**src/rtl/ipv4_rw_pkg.sv**
```systemverilog
package ipv4_rw_pkg;
  localparam int HDR_BYTES = 20;
  localparam int HDR_W     = HDR_BYTES * 8;
  localparam int HDR_WORDS = HDR_BYTES / 2;

  // byte positions inside the header vector (byte 0 is most significant)
  localparam int B_VIHL  = 0;
  localparam int B_FLAGS = 6;
  localparam int B_TTL   = 8;
  localparam int B_CSUM  = 10;

  typedef enum logic [1:0] {
    VERD_FWD  = 2'b00,
    VERD_DROP = 2'b01,
    VERD_TTLX = 2'b10,
    VERD_SLOW = 2'b11
  } verdict_e;

  function automatic logic [15:0] oc_add(input logic [15:0] a, input logic [15:0] b);
    logic [16:0] s;
    s = {1'b0, a} + {1'b0, b};
    return s[15:0] + {15'd0, s[16]};
  endfunction

  function automatic logic [15:0] hdr_word(input logic [HDR_W-1:0] h, input int idx);
    return h[HDR_W-1-16*idx -: 16];
  endfunction

  function automatic logic [7:0] hdr_byte(input logic [HDR_W-1:0] h, input int idx);
    return h[HDR_W-1-8*idx -: 8];
  endfunction

  function automatic logic [15:0] hdr_sum(input logic [HDR_W-1:0] h);
    logic [15:0] acc;
    acc = 16'd0;
    for (int i = 0; i < HDR_WORDS; i++) acc = oc_add(acc, hdr_word(h, i));
    return acc;
  endfunction

  // patch checksum hc after 16-bit word old_w becomes new_w
  function automatic logic [15:0] csum_patch(input logic [15:0] hc,
                                             input logic [15:0] old_w,
                                             input logic [15:0] new_w);
    return ~oc_add(oc_add(~hc, ~old_w), new_w);
  endfunction
endpackage

```
**src/rtl/ipv4_csum_check.sv**
```systemverilog
module ipv4_csum_check
  import ipv4_rw_pkg::*;
(
  input  logic [HDR_W-1:0] hdr,
  output logic             sum_ok
);
  logic [15:0] words [HDR_WORDS];
  logic [15:0] chain [HDR_WORDS+1];

  assign chain[0] = 16'd0;

  for (genvar g = 0; g < HDR_WORDS; g++) begin : g_word
    assign words[g]   = hdr[HDR_W-1-16*g -: 16];
    assign chain[g+1] = oc_add(chain[g], words[g]);
  end

  assign sum_ok = (chain[HDR_WORDS] == 16'hFFFF);
endmodule

```
**src/rtl/ipv4_ttl_patch.sv**
```systemverilog
module ipv4_ttl_patch
  import ipv4_rw_pkg::*;
(
  input  logic [HDR_W-1:0] hdr_in,
  output logic [HDR_W-1:0] hdr_out
);
  localparam int TTL_HI  = HDR_W - 1 - 8 * B_TTL;
  localparam int CSUM_HI = HDR_W - 1 - 8 * B_CSUM;

  logic [7:0]  ttl_old, ttl_new, proto;
  logic [15:0] csum_old, csum_new;

  always_comb begin
    ttl_old  = hdr_in[TTL_HI -: 8];
    proto    = hdr_in[TTL_HI-8 -: 8];
    csum_old = hdr_in[CSUM_HI -: 16];
    ttl_new  = ttl_old - 8'd1;
    csum_new = csum_patch(csum_old, {ttl_old, proto}, {ttl_new, proto});
    hdr_out  = hdr_in;
    hdr_out[TTL_HI -: 8]   = ttl_new;
    hdr_out[CSUM_HI -: 16] = csum_new;
  end
endmodule

```
**src/rtl/ipv4_classify.sv**
```systemverilog
module ipv4_classify
  import ipv4_rw_pkg::*;
(
  input  logic       is_ipv4,
  input  logic [7:0] ttl,
  input  logic       sum_ok,
  input  logic [3:0] ihl,
  input  logic       more_frags,
  input  logic [12:0] frag_off,
  output logic [1:0] verdict
);
  logic ttl_expired, has_opts, is_frag;

  assign ttl_expired = (ttl <= 8'd1);
  assign has_opts    = (ihl != 4'd5);
  assign is_frag     = more_frags || (frag_off != 13'd0);

  // ordered checks: first match wins
  always_comb begin
    if (!is_ipv4)                verdict = VERD_DROP;
    else if (ttl_expired)        verdict = VERD_TTLX;
    else if (!sum_ok)            verdict = VERD_DROP;
    else if (has_opts || is_frag) verdict = VERD_SLOW;
    else                         verdict = VERD_FWD;
  end
endmodule

```
**src/rtl/ipv4_hdr_rewrite.sv**
```systemverilog
module ipv4_hdr_rewrite
  import ipv4_rw_pkg::*;
#(
  parameter int          MAC_W      = 48,
  parameter int          ETYPE_W    = 16,
  parameter logic [15:0] IPV4_ETYPE = 16'h0800
) (
  input  logic               clk,
  input  logic               rst_n,
  input  logic               in_valid,
  input  logic [ETYPE_W-1:0] in_etype,
  input  logic [HDR_W-1:0]   in_hdr,
  input  logic [MAC_W-1:0]   in_src_mac,
  input  logic [MAC_W-1:0]   in_dst_mac,
  input  logic [MAC_W-1:0]   egress_mac,
  input  logic [MAC_W-1:0]   nexthop_mac,
  output logic               out_valid,
  output logic [1:0]         out_verdict,
  output logic [HDR_W-1:0]   out_hdr,
  output logic [MAC_W-1:0]   out_src_mac,
  output logic [MAC_W-1:0]   out_dst_mac
);
  localparam int FLAGS_HI = HDR_W - 1 - 8 * B_FLAGS;
  localparam int TTL_HI   = HDR_W - 1 - 8 * B_TTL;
  localparam int IHL_HI   = HDR_W - 1 - 8 * B_VIHL - 4;

  // named internal events
  logic             is_ipv4;
  logic [7:0]       ttl_in;
  logic [3:0]       ihl_in;
  logic             mf_in;
  logic [12:0]      off_in;
  logic             sum_ok;
  logic [1:0]       verdict_c;
  logic             fwd_c;
  logic [HDR_W-1:0] hdr_patched;

  assign is_ipv4 = (in_etype == ETYPE_W'(IPV4_ETYPE));
  assign ttl_in  = in_hdr[TTL_HI -: 8];
  assign ihl_in  = in_hdr[IHL_HI -: 4];
  assign mf_in   = in_hdr[FLAGS_HI-2];
  assign off_in  = in_hdr[FLAGS_HI-3 -: 13];

  ipv4_csum_check u_sum (
    .hdr    (in_hdr),
    .sum_ok (sum_ok)
  );

  ipv4_ttl_patch u_patch (
    .hdr_in  (in_hdr),
    .hdr_out (hdr_patched)
  );

  ipv4_classify u_cls (
    .is_ipv4    (is_ipv4),
    .ttl        (ttl_in),
    .sum_ok     (sum_ok),
    .ihl        (ihl_in),
    .more_frags (mf_in),
    .frag_off   (off_in),
    .verdict    (verdict_c)
  );

  assign fwd_c = (verdict_c == VERD_FWD);

  always_ff @(posedge clk or negedge rst_n) begin
    if (!rst_n) out_valid <= 1'b0;
    else        out_valid <= in_valid;
  end

  always_ff @(posedge clk or negedge rst_n) begin
    if (!rst_n) begin
      out_verdict <= VERD_DROP;
      out_hdr     <= '0;
      out_src_mac <= '0;
      out_dst_mac <= '0;
    end else if (in_valid) begin
      out_verdict <= verdict_c;
      out_hdr     <= fwd_c ? hdr_patched : in_hdr;
      out_src_mac <= fwd_c ? egress_mac  : in_src_mac;
      out_dst_mac <= fwd_c ? nexthop_mac : in_dst_mac;
    end
  end

  // strobe follows each input beat by one cycle
  p_strobe_r1: assert property (@(posedge clk) disable iff (!rst_n)
    in_valid |=> out_valid);
  p_idle_r1: assert property (@(posedge clk) disable iff (!rst_n)
    !in_valid |=> !out_valid);

  // non-IPv4 frames dropped
  p_etype_drop_r2: assert property (@(posedge clk) disable iff (!rst_n)
    (in_valid && !is_ipv4) |=> (out_verdict == VERD_DROP));

  // expired TTL wins over checksum
  p_ttl_slow_r3: assert property (@(posedge clk) disable iff (!rst_n)
    (in_valid && is_ipv4 && ttl_in <= 8'd1) |=> (out_verdict == VERD_TTLX));

  // bad sum with live TTL dropped
  p_badsum_r4: assert property (@(posedge clk) disable iff (!rst_n)
    (in_valid && is_ipv4 && ttl_in > 8'd1 && !sum_ok) |=> (out_verdict == VERD_DROP));

  // forwarded TTL one lower than arriving TTL
  p_fwd_ttl_r6: assert property (@(posedge clk) disable iff (!rst_n)
    (out_valid && out_verdict == VERD_FWD) |->
      (out_hdr[TTL_HI -: 8] == $past(ttl_in) - 8'd1));

  // patched header still verifies under the full sum
  p_fwd_sum_r7: assert property (@(posedge clk) disable iff (!rst_n)
    (out_valid && out_verdict == VERD_FWD) |-> (hdr_sum(out_hdr) == 16'hFFFF));

  // addresses taken from lookup on forward
  p_fwd_mac_r8: assert property (@(posedge clk) disable iff (!rst_n)
    (out_valid && out_verdict == VERD_FWD) |->
      (out_src_mac == $past(egress_mac) && out_dst_mac == $past(nexthop_mac)));
endmodule

```
**config.mk**
```make
export PLATFORM = sky130hd
export DESIGN_NAME = ipv4_hdr_rewrite
export DESIGN_NICKNAME = d
export VERILOG_FILES = /design/src/rtl/ipv4_rw_pkg.sv /design/src/rtl/ipv4_csum_check.sv /design/src/rtl/ipv4_ttl_patch.sv /design/src/rtl/ipv4_classify.sv /design/src/rtl/ipv4_hdr_rewrite.sv
export SDC_FILE = /design/constraint.sdc
export NUM_CORES = 1
export LEC_CHECK = 0
export ABC_CLOCK_PERIOD_IN_PS = 1000
export BUFFER_PORTS_ARGS = -buffer_cell sky130_fd_sc_hd__buf_2
export CAP_MARGIN = 20
export CELL_PAD_IN_SITES_DETAIL_PLACEMENT = 1
export CELL_PAD_IN_SITES_GLOBAL_PLACEMENT = 2
export CORE_ASPECT_RATIO = 0.7
export CORE_UTILIZATION = 28
export DETAILED_ROUTE_END_ITERATION = 8
export PLACE_DENSITY = 0.83
export SYNTH_ARGS = -nofsm -noshare
export SYNTH_HDL_FRONTEND = slang
export SYNTH_SLANG_ARGS = --single-unit
export TNS_END_PERCENT = 100
```
**constraint.sdc**
```tcl
create_clock -name clk -period 1 [get_ports clk]
set_clock_uncertainty 0.15 [all_clocks]
set_input_delay 0.1 -clock clk [delete_from_list [all_inputs] [get_ports clk]]
set_output_delay 0.1 -clock clk [all_outputs]
set_load 0.01 [all_outputs]
```
== Yosys cells after proc, flatten, opt, wreduce, memory -nomap -nowiden ==
Cells that the tools add are included.

* Register bits: 259
* Input port bits: 371
* Output and inout port bits: 259
* Word-level logic and storage cells: 46

* Add/sub/neg operators: 23
* Order comparisons: 1
* Eq/ne operators: 3
* Muxes and demuxes: 7
* Bitwise operators: 3
* Reduce and logical (&&, ||, !) cells: 4

{| class="wikitable"
|+ Operators by type and width
! cell !! number
|-
| $add A16 B16 Y17 || 11
|-
| $add A16 B1 Y16 || 11
|-
| $mux W48 || 2
|-
| $mux W96 || 1
|-
| $not A16 Y16 || 3
|-
| $eq A16 B12 Y1 const B || 1
|-
| $eq A16 B16 Y1 const B || 1
|-
| $reduce_bool A13 Y1 || 1
|-
| $le A8 B1 Y1 const B || 1
|-
| $mux W2 || 4
|-
| $sub A8 B1 Y8 const B || 1
|-
| $ne A4 B3 Y1 const B || 1
|-
| $logic_not A2 Y1 || 1
|-
| $logic_or A1 B1 Y1 || 2
|}

== Depth between registers and ports, before layout ==
* Word-level depth: 24
* Mapped depth: 145
* Depth with buffers taken out: 142

== By module ==
Synthesis repeated with hierarchy kept, for this count alone.

* Cell total of the unflattened synthesis: 3066
* Area total of the unflattened synthesis: 25509.5 µm²

{| class="wikitable"
|+ By module, submodules not included
! module !! instances !! cells each !! area each (µm²) !! seq. area each (µm²)
|-
| ipv4_hdr_rewrite || 1 || 1461 || 13570.5 || 6482.5
|-
| ipv4_csum_check || 1 || 1125 || 8468.1 || 0.0
|-
| ipv4_ttl_patch || 1 || 466 || 3365.7 || 0.0
|-
| ipv4_classify || 1 || 14 || 105.1 || 0.0
|}

== Worst setup path before layout ==
No wires, ideal clock.

* Path type: input-to-reg
* From: input in_hdr[128]
* To: register out_hdr[93]
* Library setup time: 131 ps
* Arrival: 23763 ps
* Data required time: 719 ps
* Path slack: -23045 ps
* Stages: 134
* Path buffers: 1
* Path through: ha_1 inv_1 fa_1 nor2b_1 o21ai_0 a21boi_1 o41a_1 a41oi_1 a21oi_1 or2_2 a21o_1 a21o_1 ha_1 ha_1 xor2_1 ha_1 a21o_1 a21oi_1 (+98 left out) o21ai_0 a311o_1 a211oi_1 nor2_1 o21ai_0 a21o_1 a21o_1 ha_1 ha_1 nand3_1 nor3_1 o21ai_1 a2111oi_2 o2111ai_1 a31oi_2 buf_2 nor2_1 or3b_1

* Longest elaborated chain between the ends: 24

{| class="wikitable"
|+ RTL lines
! element !! line !! text
|-
| from (decl) || ipv4_hdr_rewrite.sv:12 || <nowiki>input logic [HDR_W-1:0] in_hdr,</nowiki>
|-
| $add A16 B16 Y17 || ipv4_rw_pkg.sv:21 || <nowiki>s = {1'b0, a} + {1'b0, b};</nowiki>
|-
| $add A16 B1 Y16 || ipv4_rw_pkg.sv:22 || <nowiki>return s[15:0] + {15'd0, s[16]};</nowiki>
|-
| $add A16 B16 Y17 || ipv4_rw_pkg.sv:21 ||
|-
| $add A16 B1 Y16 || ipv4_rw_pkg.sv:22 ||
|-
| $add A16 B16 Y17 || ipv4_rw_pkg.sv:21 ||
|-
| $add A16 B1 Y16 || ipv4_rw_pkg.sv:22 ||
|-
| $add A16 B16 Y17 || ipv4_rw_pkg.sv:21 ||
|-
| $add A16 B1 Y16 || ipv4_rw_pkg.sv:22 ||
|-
| (+8 left out) || - ||
|-
| $add A16 B16 Y17 || ipv4_rw_pkg.sv:21 ||
|-
| $add A16 B1 Y16 || ipv4_rw_pkg.sv:22 ||
|-
| $eq A16 B16 Y1 || ipv4_csum_check.sv:17 || <nowiki>assign sum_ok = (chain[HDR_WORDS] == 16'hFFFF);</nowiki>
|-
| $mux W2 || ipv4_classify.sv:22 || <nowiki>else if (!sum_ok) verdict = VERD_DROP;</nowiki>
|-
| $mux W2 || ipv4_classify.sv:21 || <nowiki>else if (ttl_expired) verdict = VERD_TTLX;</nowiki>
|-
| $mux W2 || ipv4_classify.sv:20 || <nowiki>if (!is_ipv4) verdict = VERD_DROP;</nowiki>
|-
| $logic_not A2 Y1 || ipv4_hdr_rewrite.sv:64 || <nowiki>assign fwd_c = (verdict_c == VERD_FWD);</nowiki>
|-
| $mux W96 || ipv4_hdr_rewrite.sv:79 || <nowiki>out_hdr <= fwd_c ? hdr_patched : in_hdr;</nowiki>
|-
| to (signal assigned) || ipv4_hdr_rewrite.sv:79 ||
|-
| to (decl) || ipv4_hdr_rewrite.sv:19 || <nowiki>output logic [HDR_W-1:0] out_hdr,</nowiki>
|}

No other way between the ends.
A chain may end at the register's enable or synchronous reset.

== Final worst setup path ==
* From: input in_hdr[128]
* To: register out_src_mac[10]

* Longest elaborated chain between the ends: 24

{| class="wikitable"
|+ RTL lines
! element !! line !! text
|-
| $add A16 B16 Y17 || ipv4_rw_pkg.sv:21 ||
|-
| $add A16 B1 Y16 || ipv4_rw_pkg.sv:22 ||
|-
| $add A16 B16 Y17 || ipv4_rw_pkg.sv:21 ||
|-
| $add A16 B1 Y16 || ipv4_rw_pkg.sv:22 ||
|-
| $add A16 B16 Y17 || ipv4_rw_pkg.sv:21 ||
|-
| $add A16 B1 Y16 || ipv4_rw_pkg.sv:22 ||
|-
| $add A16 B16 Y17 || ipv4_rw_pkg.sv:21 ||
|-
| $add A16 B1 Y16 || ipv4_rw_pkg.sv:22 ||
|-
| (+8 left out) || - ||
|-
| $add A16 B16 Y17 || ipv4_rw_pkg.sv:21 ||
|-
| $add A16 B1 Y16 || ipv4_rw_pkg.sv:22 ||
|-
| $eq A16 B16 Y1 || ipv4_csum_check.sv:17 ||
|-
| $mux W2 || ipv4_classify.sv:22 ||
|-
| $mux W2 || ipv4_classify.sv:21 ||
|-
| $mux W2 || ipv4_classify.sv:20 ||
|-
| $logic_not A2 Y1 || ipv4_hdr_rewrite.sv:64 ||
|-
| $mux W48 || ipv4_hdr_rewrite.sv:80 || <nowiki>out_src_mac <= fwd_c ? egress_mac : in_src_mac;</nowiki>
|-
| to (signal assigned) || ipv4_hdr_rewrite.sv:80 ||
|-
| to (decl) || ipv4_hdr_rewrite.sv:20 || <nowiki>output logic [MAC_W-1:0] out_src_mac,</nowiki>
|}

No other way between the ends.

==> metrics.txt <==
status finished with violations; failing checks negative hold slack, negative setup slack; PortBufs 629; crit-path max cell delay 0.46 ns; fmax 39.1 MHz; TritonRoute pass-1 iters 5; sequential area share after synthesis 0.303; vias per cell 5.60; gr usage total 0.312; mux share of post-synthesis cell area 0.0726; Distinct cells, synth 87; Core Area 75400 sq um; hold path cells 2; top-level port count 630; Layout Nets 4881; Compound-Gate Fraction of Synth Area 0.161; Async SR Flop Fraction 1.00; hold crit path type primary input to flop; WHS -0.252 ns; RSZ-0062 raised after global routing true; first-pass GRT wire length 187000 um; Post-synth EDFFs 0; adder-cell share of the synthesized area 0.129; WP buf/inv 43; largest net degree at the start of global routing 47; fin crit period 25.58 ns; R2R depth 2; die footprint 77500 sq um; Worst setup SP type primary input; cell family with most CP delay compound AO/OA/AOI/OAI gates; number of max-slew violations in the final report 0; FP Rows 84; slowest cell on the critical path o41a_1; die height 233 um; main flop type after synthesis dfrtp_1; layout cell share with drive strength beyond 1 0.500; Max-Slew Margin vs Limit 0.315; Synth Net Count 2976; gp weighted congestion 0.892; Sink Count 259; clk buf depth 3; max-cap viol count 0; hpwl dp 77200 um; initial antenna violation count 14; worst slew pin tran 1.01 ns; Die W 332 um; Final Cycle Share 25.6; CP dominant cell by count buf_4; main combinational cell family by area after synthesis simple AND/OR/NAND/NOR gates; # fillers 8584; DR vias 29800; CP Capture Type flop; antenna viol nets, final 0; DRT iter0 DRCs 2140; Clk Latency, worst-skew pair 0.58 ns; vias in the first global route 31000; CTS tree done; pre-CTS WS -23.09 ns; Critical Path AT 25.87 ns; worst setup margin -24.58 ns; Cell Area, Synth 21400 sq um; Crit Path Max Fanout 8; CP Class primary input to flop; post-synthesis register bit count 259; drt wl/cell 27.3 um; Synth Area in XOR/XNOR 0.113; CTS Buf Count 34; warning count from the yosys run 0; Syn Area/Cell 8.95 sq um; synth-to-layout area growth 92.0%; root buf cell clkbuf_16; count of final setup violators 387; DRC Markers 0; total wire length 145000 um; CP required 1.30 ns; Synth Area in Simple Gates 0.187; Post-CTS Hold Buffers 343; Starting Density 0.284; WP depth 155; GRT overflow 0; CTS clock-pin slew for the worst setup and hold paths 0.07 ns; H-tree depth 2; final hold violations 53; Gate Count Post-Synth 2391
[worst paths after layout]
check	endpoint	slack [ns]	from
max	out_src_mac[10]	-24.58	in_hdr[128]
min	out_hdr[157]	-0.25	in_valid
max reg2reg	out_hdr[93]	-0.18	out_hdr[93]
min reg2reg	out_src_mac[29]	0.35	out_src_mac[29]
max in group asynchronous	out_hdr[25]	0.17	rst_n
min in group asynchronous	out_hdr[135]	-0.16	rst_n
[timing repair]
item | 4_1_cts | 5_1_grt
setup buffers | 144 | 72
cloned | 12 | 13
pin swaps | 158 | 231
gates resized for setup | 160 | 288
setup endpoints to repair | 381 | 385
endpoints found under the hold margin | 512 | 54
[Yosys cell counts (all sizes together) (22+ instances only)]
library cell | count | share of area
nand2 | 291 | 0.051
dfrtp | 258 | 0.30
ha | 203 | 0.12
xnor2 | 169 | 0.069
nand3 | 165 | 0.039
mux2 | 137 | 0.072
nor2 | 120 | 0.021
inv | 96 | 0.017
xor2 | 95 | 0.039
o211ai | 94 | 0.033
a21oi | 91 | 0.021
o21ai | 76 | 0.018
a21o | 59 | 0.021
clkbuf | 59 | 0.010
nor3 | 51 | 0.012
and3 | 43 | 0.013
buf | 27 | 0.0066
o311ai | 22 | 0.0090
[cells in the final DEF (no fill, tap or decap), types with 13 or more instances in the layout]
cell	count
buf_4	879
buf_2	609
dlygate4sd3_1	343
nand2_1	283
dfrtp_1	251
ha_1	164
xnor2_1	155
nor2_1	98
o211ai_1	93
inv_1	91
xor2_1	90
nand3_2	84
mux2_2	71
a21oi_1	68
nand3_1	66
mux2_4	66
a21o_1	59
o21ai_0	50
clkbuf_16	48
buf_12	43
buf_6	42
nor3_1	39
ha_4	26
and3_1	24
a21oi_2	20
a211o_1	20
nand4_1	19
nand2b_1	19
a31oi_1	17
and3_4	17
o21bai_1	17
buf_8	17
o21a_1	16
o21ai_2	15
nand3_4	15
nor4_1	15
diode_2	14
nor2b_1	13
nor2_2	13
ha_2	13
[flip-flops by register name (all words and copies together) (netlist names)]
register     flops
out_hdr        160
out_dst_mac     48
out_src_mac     48
out_verdict      2
out_valid        1
[worst register-to-register path, stage by stage (launching register included)]
cell and delay, ns:
dfrtp_1 0.40, o2bb2ai_1 0.12, or3b_1 0.38
[logic make-up (layout without fill, tap and decap cells)]
logic type | Yosys count | in the layout
DFF | 259 | 259
adders and majority gates | 214 | 214
buffers and inverters | 183 | 2111
and+or+nand+nor | 831 | 831
muxes | 138 | 138
xor gates and xnor gates | 269 | 269
other | 0 | 14
AOI/OAI and AO/OA | 497 | 497
[metal layers]
layer	wire, um	vias up	GRT usage
met5	26	-	0
met4	11400	4	0.163
met3	9960	772	0.0561
met2	69200	1755	0.534
met1	54700	14800	0.374
li1	-	12500	-
[cell type report]
class                           instances  area [sq um]  share of cell area
Multi-Input combinational cell       1949         16600               0.405
Antenna cell                           14          35.0            0.000853
Clock buffer                           46           957              0.0233
Inverter                               97           369             0.00899
Timing Repair Buffer                 1955         15200               0.371
Clock inverter                         13           123             0.00299
Sequential cell                       259          6490               0.158
Tap cell                              989          1240              0.0301
[per-stage QoR]
stage | hold slack, ns | setup TNS (ns) | cells | area [sq um] | util
after global routing | -0.249 | -3154.73 | 5319 | 41100 | 0.545
after CTS | -0.269 | -2750.55 | 5240 | 39000 | 0.518
after global placement | -0.191 | -2704.68 | 4682 | 32200 | 0.428
after detailed placement | -0.182 | -2830.91 | 4682 | 32200 | 0.428
final | -0.252 | -3076.70 | 5322 | 41100 | 0.545
after floorplan | -0.346 | -2587.58 | 2391 | 22500 | -
Power is left out: the tool's default activity adds up to more than one toggle a clock period on the data nets, which glitch-free logic cannot reach.
